## config.mk

```make
export PLATFORM = sky130hd
export DESIGN_NAME = mmul_unit
export DESIGN_NICKNAME = d
export VERILOG_FILES = /design/src/rtl/mmul_unit.sv
export SDC_FILE = /design/constraint.sdc
export NUM_CORES = 1
export LEC_CHECK = 0
export ABC_AREA = 1
export BUFFER_PORTS_ARGS = -buffer_cell sky130_fd_sc_hd__buf_4
export CORE_MARGIN = 4
export CORE_UTILIZATION = 29
export DETAILED_ROUTE_END_ITERATION = 6
export GPL_TIMING_DRIVEN = 0
export HOLD_SLACK_MARGIN = 0.1
export PLACE_DENSITY_LB_ADDON = 0.15
export SLEW_MARGIN = 20
export SYNTH_ARGS = -nofsm -noshare
export SYNTH_HDL_FRONTEND = slang
export SYNTH_SLANG_ARGS = --single-unit
export TNS_END_PERCENT = 100
```

## constraint.sdc

```tcl
create_clock -name clk -period 7.99 [get_ports clk]
set_input_delay 1.1985 -clock clk [delete_from_list [all_inputs] [get_ports clk]]
set_output_delay 1.1985 -clock clk [all_outputs]
set_load 0.005 [all_outputs]
```

## src/rtl/mmul_unit.sv

```systemverilog
module mmul_unit #(
  parameter int WORD           = 16,
  parameter int IMMW           = 4,
  parameter int NARROW_WAIT    = 1,
  parameter int FRAC_FAST_WAIT = 3,
  parameter int FRAC_SLOW_WAIT = 7
) (
  input  logic            clk,
  input  logic            rst_n,
  input  logic            start,
  input  logic            op_wide,
  input  logic            alt1,
  input  logic            alt2,
  input  logic            speed_fast,
  input  logic            clk_fast,
  input  logic [WORD-1:0] src,
  input  logic [WORD-1:0] opnd_reg,
  input  logic [IMMW-1:0] imm,
  input  logic [WORD-1:0] fix_reg,
  output logic [WORD-1:0] res_hi,
  output logic [WORD-1:0] res_lo,
  output logic            lo_we,
  output logic            flag_s,
  output logic            flag_z,
  output logic            flag_cy,
  output logic            done,
  output logic            busy
);
  localparam int HALF = WORD / 2;
  localparam int CW   = $clog2(2 * FRAC_SLOW_WAIT + 1);

  logic [CW-1:0]          cnt;
  logic                   wide_q;
  logic                   accept;
  logic [WORD-1:0]        opnd;
  logic signed [WORD-1:0] sprod;
  logic [WORD-1:0]        uprod;
  logic [WORD-1:0]        nres;
  logic signed [2*WORD-1:0] wprod;
  logic [CW-1:0]          wait_n, wait_w;

  assign busy   = (cnt != '0);
  assign accept = start && !busy;
  assign opnd   = alt2 ? WORD'(imm) : opnd_reg;
  assign sprod  = $signed(src[HALF-1:0]) * $signed(opnd[HALF-1:0]);
  assign uprod  = WORD'(src[HALF-1:0]) * WORD'(opnd[HALF-1:0]);
  assign nres   = alt1 ? uprod : sprod;
  assign wprod  = $signed({{WORD{src[WORD-1]}}, src}) * $signed({{WORD{fix_reg[WORD-1]}}, fix_reg});
  assign wait_n = speed_fast ? '0 : (clk_fast ? CW'(NARROW_WAIT) : CW'(2 * NARROW_WAIT));
  assign wait_w = (speed_fast ? CW'(FRAC_FAST_WAIT) : CW'(FRAC_SLOW_WAIT)) << (clk_fast ? 0 : 1);

  always_ff @(posedge clk) begin
    if (!rst_n) begin
      cnt     <= '0;
      wide_q  <= 1'b0;
      res_hi  <= '0;
      res_lo  <= '0;
      lo_we   <= 1'b0;
      flag_s  <= 1'b0;
      flag_z  <= 1'b0;
      flag_cy <= 1'b0;
      done    <= 1'b0;
    end else if (accept) begin
      done   <= 1'b1;
      wide_q <= op_wide;
      if (op_wide) begin
        res_hi  <= wprod[2*WORD-1:WORD];
        flag_s  <= wprod[2*WORD-1];
        flag_z  <= (wprod[2*WORD-1:WORD] == '0);
        flag_cy <= wprod[WORD-1];
        lo_we   <= alt1;
        if (alt1) res_lo <= wprod[WORD-1:0];
        cnt <= wait_w;
      end else begin
        res_hi <= nres;
        flag_s <= nres[WORD-1];
        flag_z <= (nres == '0);
        lo_we  <= 1'b0;
        cnt    <= wait_n;
      end
    end else begin
      done  <= 1'b0;
      lo_we <= 1'b0;
      if (cnt != '0) cnt <= cnt - 1'b1;
    end
  end

  a_r10_hold_while_busy: assert property (@(posedge clk) disable iff (!rst_n)
    busy |=> $stable(res_hi) && $stable(res_lo) && $stable(flag_cy) && !done);

  a_r9_done_from_request: assert property (@(posedge clk) disable iff (!rst_n)
    done |-> $past(start) && !$past(busy));

  a_r4_narrow_keeps_carry: assert property (@(posedge clk) disable iff (!rst_n)
    done && !wide_q |-> flag_cy == $past(flag_cy) && res_lo == $past(res_lo));

  a_r6_low_word_held: assert property (@(posedge clk) disable iff (!rst_n)
    !lo_we |-> $stable(res_lo));

  a_r7_fast_narrow_no_wait: assert property (@(posedge clk) disable iff (!rst_n)
    done && !wide_q && $past(speed_fast) |-> !busy);

  a_r8_wide_always_waits: assert property (@(posedge clk) disable iff (!rst_n)
    done && wide_q |-> busy);
endmodule

```

==> results.md <==
* CP endpoint: flag_z
* Reg clk slew, reported paths at 0.06 ns
* Worst slew pin tran at 0.968 ns
* Antenna viol nets, final at 0
* Grt ovf at 0
* N_diodes at 0
* Placed inst area at 18,400 um2
* Vias in the first global route at 15,200
* Crit start category: input pin
* Die Ht at 250 um
* Worst-Skew Late Latency at 0.28 ns
* Rel. slew slack at 0.350
* Yosys warning count at 0
* Slowest stage cell, crit path: clkbuf_1
* FMAX at 0.132 GHz
* Post-detail-place hpwl at 47,400 um
* Clk buf depth at 2
* Initial antenna violation count at 0
* Fin nets at 2,932
* Count leader, synth: inv_1
* Worst reg2reg path endpoint: res_hi[9]
* Final Hold Fails at 0
* Die ar. at 62,500 um2
* Max Fanout on Critical Path at 10
* Post-CTS sizing at 0
* Core footprint at 57,800 um2
* Clock Skews at 0.00516 ns
* Crit-path leading delay family: adder cells
* Utilization after layout at 0.321
* Final wirelength at 54,300 um
* Final setup viols at 0
* Worst Path Class, Setup: input pin to flop
* I/O pin count at 98
* Die width at 250 um
* Routed vias/inst at 4.48
* Hold Buf Count CTS at 0
* Required time worst endpoint at 8.22 ns
* Yosys top cell by area: fa_1
* Via Count at 14,100
* Main synth FF type: dfxtp_1
* Synthesized net count at 2,863
* DRT iter0 DRCs at 675
* Minimum clock period at 7.60 ns
* Most frequent CP cell: nand2_1
* Global-route wire length before repair at 86,900 um
* Critical Path AT at 7.83 ns
* Wire per inst at 17.2 um
* Area grow syn2layout at 9.27%
* Clock Sinks at 40
* Fin. max-slew vios at 0
* Synth Instances at 2,314
* Fin area at 18,600 um2
* WP depth at 27
* Syn avg cell area at 7.34 um2
* R2R Path Start: cnt[0]
* Fraction of layout instances using a drive strength above 1 at 0.0587
* Setup slack, reg-to-reg at 5.78 ns
* Seq/Total Area, Yosys at 0.0471
* Post-synth cell types at 43
* Top cells by count, synth: inv_1, nand2_1, fa_1, nor2_1, ha_1
* RSZ-0062 raised after global routing: false
* Setup Total Neg Slack at 0 ns
* Max-Cap Viols at 0
* CP Buf/Inv Count at 6
* Crit share post-route at 0.951
* PortBufs at 62
* Placed instance count at 3,141
* Hold Path Class: flop to flop
* All-Layer GR Usage at 0.177
* Clk root buf: clkbuf_16
* Final cell count without fillers at 3,149
* Synth Cell Area at 17,000 um2
* Pin count of the biggest net entering global routing at 14
* Setup Buffers After CTS at 0
* Crit path from: src[11]
* Site row count at 88
* Yosys reg bits at 40
* Crit end category: flop
* CTS tree: yes
* Slowest stage delay, CP at 0.69 ns
* Ys async rst share at 0
* Status: completed
* Initial Utilization at 0.294
* Max H-tree Level at 2
* Synth area leaders: fa_1, inv_1, nand2_1, ha_1, dfxtp_1
* First-pass DRT Iterations at 5
* Share of the synthesized area in the top cell type at 0.409
* Final GP Congestion at 0.868
* FF-to-FF path depth at 10
* CTS buffer count at 5
* DRC violations left at 0
* Number of synthesized flops with an enable pin at 0
==> logic make-up after synthesis <==
kind of cell	count (synthesis)	synth area share
AO/OA/AOI/OAI	143	0.0476
XOR/XNOR	24	0.0124
adder cells (fa/ha/maj)	489	0.513
buffers and inverters	748	0.166
flip-flops	40	0.0471
multiplexers	1	0.000589
AND/OR/NAND/NOR	869	0.213
==> placed cells by master (no fill, tap or decap), types with 3 or more instances in the layout <==
cell type and count:
or2_2 10, dfxtp_1 40, and2_1 3, nand3_2 3, inv_2 12, ha_1 142, xnor2_1 9, nand2_2 8
nand2_1 562, nor3_1 8, o21ai_0 33, clkbuf_2 5, fa_1 346, nor3_2 5, xor2_1 15, a21oi_1 63
nor2_2 12, nand3_1 74, inv_1 662, nor2_1 147, nand4_1 23, o211ai_1 3, buf_2 7, clkbuf_1 57
o21ai_1 9, clkbuf_16 5, a31oi_1 6, o21bai_1 12, buf_4 64, nand3b_1 8, a22oi_1 7
==> routing by layer <==
layer,track usage,vias up,routed length [um]
met4,0.0325,0,1130
met3,0.0145,52,1850
met5,0,-,0
met2,0.309,235,26500
li1,-,6837,-
met1,0.242,6971,24900
==> worst reg2reg max path, stage by stage (launching register included) <==
cell and delay (ns):
dfxtp_1 0.33, inv_1 0.10, ha_1 0.17, nand3_2 0.15, nor2_4 0.22, inv_2 0.08
nor2_2 0.37, inv_1 0.25, a21oi_1 0.28, a21oi_1 0.07, a21oi_1 0.12
==> through the flow <==
| stage | hold slack [ns] | worst slack (ns) |
|---|---|---|
| 4_1_cts | 0.488 | 0.00725 |
| 3_5_place_dp | 0.479 | -0.264 |
| 2_1_floorplan | 0.457 | 1.37 |
| 5_1_grt | 0.503 | 0.135 |
| 6_report | 0.481 | 0.390 |
| 3_3_place_gp | 0.473 | -0.340 |
==> state kept, by name, indices dropped and copies added, names as in the netlist <==
signal	count
res_hi	16
lo_we	1
done	1
cnt	4
flag_z	1
flag_cy	1
res_lo	16
==> final cells by class <==
cell class | count | area, um2
repair buffers | 62 | 465
plain buffers | 72 | 293
clock buffers | 5 | 125
flip-flops and latches | 40 | 801
fillers | 6323 | 39200
clock inverters | 3 | 18.8
inverters | 676 | 2540
multi-input cells | 1526 | 13400
well taps | 765 | 957
==> worst min-delay path by stage <==
stage,from,end,slack (ns),cells after the start
after floorplan,cnt[1],cnt[1],0.46,2
after CTS,res_lo[0],res_lo[0],0.49,2
final,res_lo[0],res_lo[0],0.48,2
after detailed placement,res_lo[0],res_lo[0],0.48,2
after global routing,res_hi[1],res_hi[1],0.50,2
after global placement,res_lo[0],res_lo[0],0.47,2
Power is left out: the tool's default activity adds up to more than one toggle a clock period on the data nets, which glitch-free logic cannot reach.
